**config.mk**
```make
export PLATFORM = sky130hd
export DESIGN_NAME = can_err_det
export DESIGN_NICKNAME = d
export VERILOG_FILES = /design/src/rtl/can_err_pkg.sv /design/src/rtl/can_destuff.sv /design/src/rtl/can_crc_chk.sv /design/src/rtl/can_err_flags.sv /design/src/rtl/can_err_det.sv
export SDC_FILE = /design/constraint.sdc
export NUM_CORES = 1
export LEC_CHECK = 0
export BUFFER_PORTS_ARGS = -buffer_cell sky130_fd_sc_hd__buf_2
export CORE_MARGIN = 1.5
export CORE_UTILIZATION = 61
export CTS_CLUSTER_SIZE = 24
export DETAILED_ROUTE_END_ITERATION = 8
export PLACE_DENSITY = 0.82
export SLEW_MARGIN = 10
export SYNTH_ARGS = -nofsm -noshare
export SYNTH_HDL_FRONTEND = slang
export SYNTH_HIERARCHICAL = 1
export SYNTH_SLANG_ARGS = --single-unit
export TNS_END_PERCENT = 20
```
**constraint.sdc**
```tcl
create_clock -name clk -period 6.4 [get_ports clk]
set_input_delay 1.92 -clock clk [delete_from_list [all_inputs] [get_ports clk]]
set_output_delay 1.92 -clock clk [all_outputs]
set_load 0.02 [all_outputs]
```
**src/rtl/can_err_pkg.sv**
```systemverilog
package can_err_pkg;

   typedef enum logic [3:0] {
      FLD_IDLE     = 4'd0,
      FLD_SOF      = 4'd1,
      FLD_ARB      = 4'd2,
      FLD_CTRL     = 4'd3,
      FLD_DATA     = 4'd4,
      FLD_CRC      = 4'd5,
      FLD_CRC_DLM  = 4'd6,
      FLD_ACK_SLOT = 4'd7,
      FLD_ACK_DLM  = 4'd8,
      FLD_EOF      = 4'd9
   } fld_e;

   localparam int N_ERR   = 5;
   localparam int E_ACK   = 0;
   localparam int E_FORM  = 1;
   localparam int E_CRC   = 2;
   localparam int E_STUFF = 3;
   localparam int E_BIT   = 4;

endpackage

```
**src/rtl/can_destuff.sv**
```systemverilog
module can_destuff
   import can_err_pkg::*;
#(
   parameter int RUN_MAX = 5
) (
   input  logic clk,
   input  logic rst_n,
   input  logic stb,
   input  logic rx,
   input  fld_e fld,
   output logic keep,
   output logic stuff_err,
   output logic dv,
   output logic db
);

   localparam int CW = $clog2(RUN_MAX + 1);
   localparam logic [CW-1:0] RUN_LIM = CW'(RUN_MAX);

   generate
      if (RUN_MAX < 2) begin : g_bad_run
         $error("can_destuff: RUN_MAX must be at least 2");
      end
   endgenerate

   logic [CW-1:0] run;
   logic          last;
   logic          in_sof;
   logic          in_stuffed;
   logic          is_stuff;

   assign in_sof     = (fld == FLD_SOF);
   assign in_stuffed = (fld inside {FLD_ARB, FLD_CTRL, FLD_DATA, FLD_CRC});
   assign is_stuff   = stb && in_stuffed && (run == RUN_LIM);
   assign stuff_err  = is_stuff && (rx == last);
   assign keep       = stb && (in_sof || (in_stuffed && !is_stuff));

   always_ff @(posedge clk) begin
      if (!rst_n) begin
         run  <= '0;
         last <= 1'b1;
         dv   <= 1'b0;
         db   <= 1'b1;
      end else begin
         dv <= keep;
         if (keep) db <= rx;
         if (stb) begin
            if (in_sof) begin
               run  <= CW'(1);
               last <= rx;
            end else if (in_stuffed) begin
               if (!is_stuff && rx == last && run != '0) begin
                  run <= run + 1'b1;
               end else begin
                  run  <= CW'(1);
                  last <= rx;
               end
            end else begin
               run <= '0;
            end
         end
      end
   end

   // a stuff-position bit never produces a valid strobe
   a_r1_stuff_dropped: assert property (@(posedge clk) disable iff (!rst_n)
      (stb && in_stuffed && run == RUN_LIM) |=> !dv);

   // the run counter never passes the stuff limit
   a_r2_run_bounded: assert property (@(posedge clk) disable iff (!rst_n)
      run <= RUN_LIM);

endmodule

```
**src/rtl/can_crc_chk.sv**
```systemverilog
module can_crc_chk
   import can_err_pkg::*;
#(
   parameter int             W    = 15,
   parameter logic [W-1:0]   POLY = 'h4599
) (
   input  logic clk,
   input  logic rst_n,
   input  logic stb,
   input  logic keep,
   input  logic bit_in,
   input  fld_e fld,
   output logic crc_err
);

   generate
      if (W < 2) begin : g_bad_w
         $error("can_crc_chk: W must be at least 2");
      end
   endgenerate

   logic [W-1:0] acc;
   logic [W-1:0] rcv;
   logic [W-1:0] stepped;
   logic         fb;

   assign fb = acc[W-1] ^ bit_in;

   for (genvar i = 0; i < W; i++) begin : g_step
      if (i == 0) begin : g_lsb
         assign stepped[i] = fb & POLY[i];
      end else begin : g_up
         assign stepped[i] = acc[i-1] ^ (fb & POLY[i]);
      end
   end

   assign crc_err = stb && (fld == FLD_CRC_DLM) && (rcv != acc);

   always_ff @(posedge clk) begin
      if (!rst_n) begin
         acc <= '0;
         rcv <= '0;
      end else if (stb && fld == FLD_IDLE) begin
         acc <= '0;
         rcv <= '0;
      end else if (keep) begin
         if (fld == FLD_SOF) begin
            acc <= {W{bit_in}} & POLY;
            rcv <= '0;
         end else if (fld inside {FLD_ARB, FLD_CTRL, FLD_DATA}) begin
            acc <= stepped;
         end else if (fld == FLD_CRC) begin
            rcv <= {rcv[W-2:0], bit_in};
         end
      end
   end

   // the running CRC is frozen while the received CRC field is shifted in
   a_r6_acc_frozen: assert property (@(posedge clk) disable iff (!rst_n)
      (fld == FLD_CRC) |=> $stable(acc));

endmodule

```
**src/rtl/can_err_flags.sv**
```systemverilog
module can_err_flags #(
   parameter int N       = 5,
   parameter bit IRQ_REG = 1'b0
) (
   input  logic         clk,
   input  logic         rst_n,
   input  logic [N-1:0] set,
   input  logic         clr_we,
   input  logic [N-1:0] clr_mask,
   input  logic [N-1:0] en,
   output logic [N-1:0] flags,
   output logic         irq
);

   generate
      if (N < 1) begin : g_bad_n
         $error("can_err_flags: N must be positive");
      end
   endgenerate

   logic [N-1:0] clr_eff;
   assign clr_eff = clr_we ? clr_mask : '0;

   always_ff @(posedge clk) begin
      if (!rst_n) flags <= '0;
      else        flags <= (flags & ~clr_eff) | set;
   end

   generate
      if (IRQ_REG) begin : g_irq_reg
         always_ff @(posedge clk) begin
            if (!rst_n) irq <= 1'b0;
            else        irq <= |(flags & en);
         end
      end else begin : g_irq_comb
         assign irq = |(flags & en);
      end
   endgenerate

   // without a clear write no flag drops
   a_r9_sticky: assert property (@(posedge clk) disable iff (!rst_n)
      !clr_we |=> ((flags & $past(flags)) == $past(flags)));

   // a set in the same cycle as a clear wins
   a_r9_set_wins: assert property (@(posedge clk) disable iff (!rst_n)
      (|set) |=> ((flags & $past(set)) == $past(set)));

endmodule

```
**src/rtl/can_err_det.sv**
```systemverilog
module can_err_det
   import can_err_pkg::*;
#(
   parameter int                 CRC_W     = 15,
   parameter logic [CRC_W-1:0]   CRC_POLY  = 'h4599,
   parameter int                 STUFF_RUN = 5,
   parameter bit                 IRQ_REG   = 1'b0
) (
   input  logic             clk,
   input  logic             rst_n,
   input  logic             bit_stb,
   input  logic             rx_bit,
   input  logic             tx_bit,
   input  logic             is_tx,
   input  logic [3:0]       field,
   input  logic             clr_we,
   input  logic [N_ERR-1:0] clr_mask,
   input  logic [N_ERR-1:0] irq_en,
   output logic [N_ERR-1:0] err_flags,
   output logic             irq,
   output logic             dbit_vld,
   output logic             dbit
);

   fld_e             fld;
   logic             keep;
   logic             stuff_set;
   logic             crc_set;
   logic             form_set;
   logic             ack_set;
   logic             bit_set;
   logic             excused;
   logic [N_ERR-1:0] set_vec;

   assign fld = fld_e'(field);

   can_destuff #(.RUN_MAX(STUFF_RUN)) u_destuff (
      .clk       (clk),
      .rst_n     (rst_n),
      .stb       (bit_stb),
      .rx        (rx_bit),
      .fld       (fld),
      .keep      (keep),
      .stuff_err (stuff_set),
      .dv        (dbit_vld),
      .db        (dbit)
   );

   can_crc_chk #(.W(CRC_W), .POLY(CRC_POLY)) u_crc (
      .clk     (clk),
      .rst_n   (rst_n),
      .stb     (bit_stb),
      .keep    (keep),
      .bit_in  (rx_bit),
      .fld     (fld),
      .crc_err (crc_set)
   );

   assign form_set = bit_stb && !rx_bit &&
                     (fld inside {FLD_CRC_DLM, FLD_ACK_DLM, FLD_EOF});
   assign ack_set  = bit_stb && is_tx && (fld == FLD_ACK_SLOT) && rx_bit;
   assign excused  = tx_bit && !rx_bit && (fld inside {FLD_ARB, FLD_ACK_SLOT});
   assign bit_set  = bit_stb && is_tx && (rx_bit != tx_bit) && !excused;

   always_comb begin
      set_vec          = '0;
      set_vec[E_ACK]   = ack_set;
      set_vec[E_FORM]  = form_set;
      set_vec[E_CRC]   = crc_set;
      set_vec[E_STUFF] = stuff_set;
      set_vec[E_BIT]   = bit_set;
   end

   can_err_flags #(.N(N_ERR), .IRQ_REG(IRQ_REG)) u_flags (
      .clk      (clk),
      .rst_n    (rst_n),
      .set      (set_vec),
      .clr_we   (clr_we),
      .clr_mask (clr_mask),
      .en       (irq_en),
      .flags    (err_flags),
      .irq      (irq)
   );

   // a new bit error only follows a strobe taken as transmitter
   a_r4_bit_tx_only: assert property (@(posedge clk) disable iff (!rst_n)
      $rose(err_flags[E_BIT]) |-> $past(is_tx && bit_stb));

   // a new form error only follows a dominant sample
   a_r7_form_dominant: assert property (@(posedge clk) disable iff (!rst_n)
      $rose(err_flags[E_FORM]) |-> $past(!rx_bit && bit_stb));

   // a new acknowledgment error only follows a transmitter ack slot
   a_r8_ack_slot: assert property (@(posedge clk) disable iff (!rst_n)
      $rose(err_flags[E_ACK]) |-> $past(is_tx && field == 4'd7));

endmodule

```
==> out/summary.txt <==
status -> finished, final reports clean
Post-CTS Setup Repair Bufs -> 0
number of warnings printed during yosys synthesis -> 6
hold violation count in the final report -> 0
number of clock sinks -> 41
IO Port Bufs -> 28
Vias per Instance -> 5.62
overall fraction of global-route tracks in use -> 24.3%
HPWL after detailed placement -> 3.01 mm
normalized max-slew margin -> 22.9%
total negative slack -> 0 ns
worst voltage drop across the vdd grid -> 113 µV
synthesized netlist net count -> 283
clock buffer count from CTS -> 5
class of the most critical setup path -> primary input to output port
Fillers -> 301
power per standard cell area -> 187 mW/mm²
register bit total from synthesis -> 41
pin count of the biggest net entering global routing -> 31
Final min period -> 4.51 ns
Post-Syn Area per Cell -> 8.31 µm²
Via Count -> 1833
Post-Syn Instances -> 258
worst hold-check path type -> flip-flop to flip-flop
Worst Setup End Kind -> output port
endpoints failing setup -> 0
unrepaired setup endpoints after global routing -> false
Ports -> 29
final standard cell area without fillers -> 0.00234 mm²
endpoint arrival time on the critical path -> 2.59 ns
Slew @ Worst Pin -> 1.16 ns
fmax -> 222 MHz
number of violations reported at the end of detailed-routing iteration 0 -> 128
number of remaining DRC errors -> 0
die span in y -> 62.3 µm
die boundary width -> 62.3 µm
iteration count of the initial detailed-routing pass -> 5
first-pass GRT wire length -> 7.55 mm
most frequently used flop master after synthesis -> sky130_fd_sc_hd__dfxtp_1
number of global-route vias before repair -> 1661
maximum fanout count along the critical path -> 1
slack of the critical path -> 1.89 ns
Max Slew Vio Count -> 0
initial core utilization -> 63.7%
Final Routed Wirelength -> 4.31 mm
Worst Setup Start Kind -> primary input
Worst Reg-to-Reg Cells -> 9
cell area after synthesis -> 0.00214 mm²
clock transition time at the flip-flop clock pins of the worst setup and hold paths -> 0.12 ns
die outline area -> 0.00388 mm²
worst hold path stage count -> 2
leakage power -> 0.868 nW
Design Power -> 0.000438 W
clock root buffer -> sky130_fd_sc_hd__clkbuf_4
Clock Skews -> 0.00985 ns
max-cap violations -> 0
CTS tree -> built
Synth-to-Final Area Change -> 9.28%
number of resized instances in the post-cts repair step -> 0
CTS hold repair buffers -> 0
number of nets with antenna violations after detailed routing -> 0
part of the Yosys area used for sequential elements -> 38.3%
final cycle utilization of the critical path -> 70.4%
antenna violations before repair -> 0
final antenna diode count -> 0
share of final-layout standard cells stronger than drive strength 1 -> 14.6%
wire length per cell -> 13.2 µm
placer's final routability congestion estimate -> 0.821
FFs w/ async S/R, synth -> 0%
worst slack at placement -> 1.89 ns
latest clock arrival within the worst-skew pair -> 0.35 ns
Worst EP required -> 4.48 ns
site row count -> 21
H-tree levels -> 2
Net count, final -> 304
number of distinct library cells after synthesis -> 48
maximum clock path buffer count -> 2
placeable core area -> 0.00336 mm²
count of flip-flops with a built-in enable after synthesis -> 0
placed instance area -> 0.00229 mm²
aggregate global routing overflow -> 0
registers in the layout (all words and copies together), names as in the netlist:
name / flops
u_crc/acc: 15
u_crc/rcv: 15
u_flags/flags: 5
u_destuff/run: 3
u_destuff/db: 1
u_destuff/dv: 1
u_destuff/last: 1
synth_stat cells, types with 2 or more instances:
cell type	number	share of area, %
sky130_fd_sc_hd__o21ai_0	2	0.47
sky130_fd_sc_hd__nand4_1	5	1.5
sky130_fd_sc_hd__o21a_1	6	2.1
sky130_fd_sc_hd__inv_1	6	1.1
sky130_fd_sc_hd__xor2_1	13	5.3
sky130_fd_sc_hd__nand3b_1	3	1.1
sky130_fd_sc_hd__xnor2_1	16	6.5
sky130_fd_sc_hd__clkbuf_1	10	1.8
sky130_fd_sc_hd__nand2_1	39	6.8
sky130_fd_sc_hd__a21boi_0	5	1.8
sky130_fd_sc_hd__a21o_1	2	0.70
sky130_fd_sc_hd__a211oi_1	8	2.8
sky130_fd_sc_hd__mux2i_1	2	0.93
sky130_fd_sc_hd__nor2b_1	4	1.2
sky130_fd_sc_hd__nand3_1	26	6.1
sky130_fd_sc_hd__nor2_1	9	1.6
sky130_fd_sc_hd__a21oi_1	24	5.6
sky130_fd_sc_hd__dfxtp_1	41	38
sky130_fd_sc_hd__ha_1	4	2.3
sky130_fd_sc_hd__buf_2	3	0.70
sky130_fd_sc_hd__nand2b_1	2	0.58
sky130_fd_sc_hd__or3_1	2	0.58
metrics by stage:
stage | util [%] | hold WS [ns] | instances
after floorplan | - | 0.444 | 258
after global placement | 68.1 | 0.455 | 318
after detailed placement | 68.1 | 0.457 | 318
after CTS | 69.6 | 0.474 | 326
after global routing | 69.6 | 0.512 | 326
final | 69.6 | 0.473 | 326
path summary, 6_finish.rpt:
kind / slack, ns / to / startpoint
min: 0.47 / u_crc/rcv[14]$_SDFFE_PP0P_ / u_crc/rcv[14]$_SDFFE_PP0P_
min reg2reg: 0.47 / u_crc/rcv[14]$_SDFFE_PP0P_ / u_crc/rcv[14]$_SDFFE_PP0P_
max: 1.89 / irq / irq_en[0]
max reg2reg: 3.97 / u_crc/acc[14]$_SDFFE_PP0P_ / u_destuff/run[1]$_SDFFE_PN0P_
metal layers:
layer	wire length (µm)	vias to the layer above	track usage, %
li1	-	945	-
met1	2210	851	34.3
met2	1950	33	37.2
met3	114	4	4.35
met4	38	0	9.17
met5	0	-	0
layout make-up:
type | instances | area [µm²] | share of cell area [%]
flip-flops and latches | 41 | 821 | 35.0
multi-input cells | 197 | 1250 | 53.4
inverters | 6 | 22.5 | 0.962
well taps | 46 | 57.6 | 2.46
clock inverters | 2 | 10.0 | 0.427
repair buffers | 28 | 140 | 5.98
clock buffers | 6 | 41.3 | 1.76
report_power, final:
group           total, W  leakage (nW)  internal (W)  switching [W]
Combinational  0.0000512         0.505     0.0000204      0.0000308
Clock           0.000124        0.0320     0.0000419      0.0000820
Sequential      0.000262         0.331      0.000259     0.00000378
Total           0.000438         0.868      0.000321       0.000117
critical path, stage by stage:
cell,delay [ns]
sky130_fd_sc_hd__buf_2,0.09
sky130_fd_sc_hd__a222oi_1,0.33
sky130_fd_sc_hd__nand2_1,0.08
sky130_fd_sc_hd__buf_2,0.16
cells in the final DEF, fill, tap and decap left out, types with 2 or more instances in the layout:
cell / instances
sky130_fd_sc_hd__nand3b_1: 3
sky130_fd_sc_hd__nand3_1: 26
sky130_fd_sc_hd__o21a_1: 6
sky130_fd_sc_hd__nand2_1: 39
sky130_fd_sc_hd__clkbuf_4: 5
sky130_fd_sc_hd__or3_1: 2
sky130_fd_sc_hd__dfxtp_1: 41
sky130_fd_sc_hd__a21boi_0: 5
sky130_fd_sc_hd__nor2_1: 9
sky130_fd_sc_hd__a21oi_1: 24
sky130_fd_sc_hd__ha_1: 4
sky130_fd_sc_hd__nor2b_1: 4
sky130_fd_sc_hd__clkinv_2: 2
sky130_fd_sc_hd__o21ai_0: 2
sky130_fd_sc_hd__nand2b_1: 2
sky130_fd_sc_hd__buf_2: 28
sky130_fd_sc_hd__inv_1: 6
sky130_fd_sc_hd__xor2_1: 13
sky130_fd_sc_hd__a211oi_1: 8
sky130_fd_sc_hd__xnor2_1: 16
sky130_fd_sc_hd__a21o_1: 2
sky130_fd_sc_hd__mux2i_1: 2
sky130_fd_sc_hd__nand4_1: 5
kinds of logic after synthesis:
| logic type | Yosys count | synth area share, % |
|---|---|---|
| AO/OA/AOI/OAI | 59 | 18.4 |
| multiplexers | 2 | 0.934 |
| flip-flops | 41 | 38.3 |
| buffers and inverters | 20 | 4.03 |
| adder cells (fa/ha/maj) | 4 | 2.34 |
| XOR/XNOR | 29 | 11.9 |
| AND/OR/NAND/NOR | 103 | 24.2 |
Power figures use the tool's default switching activity.
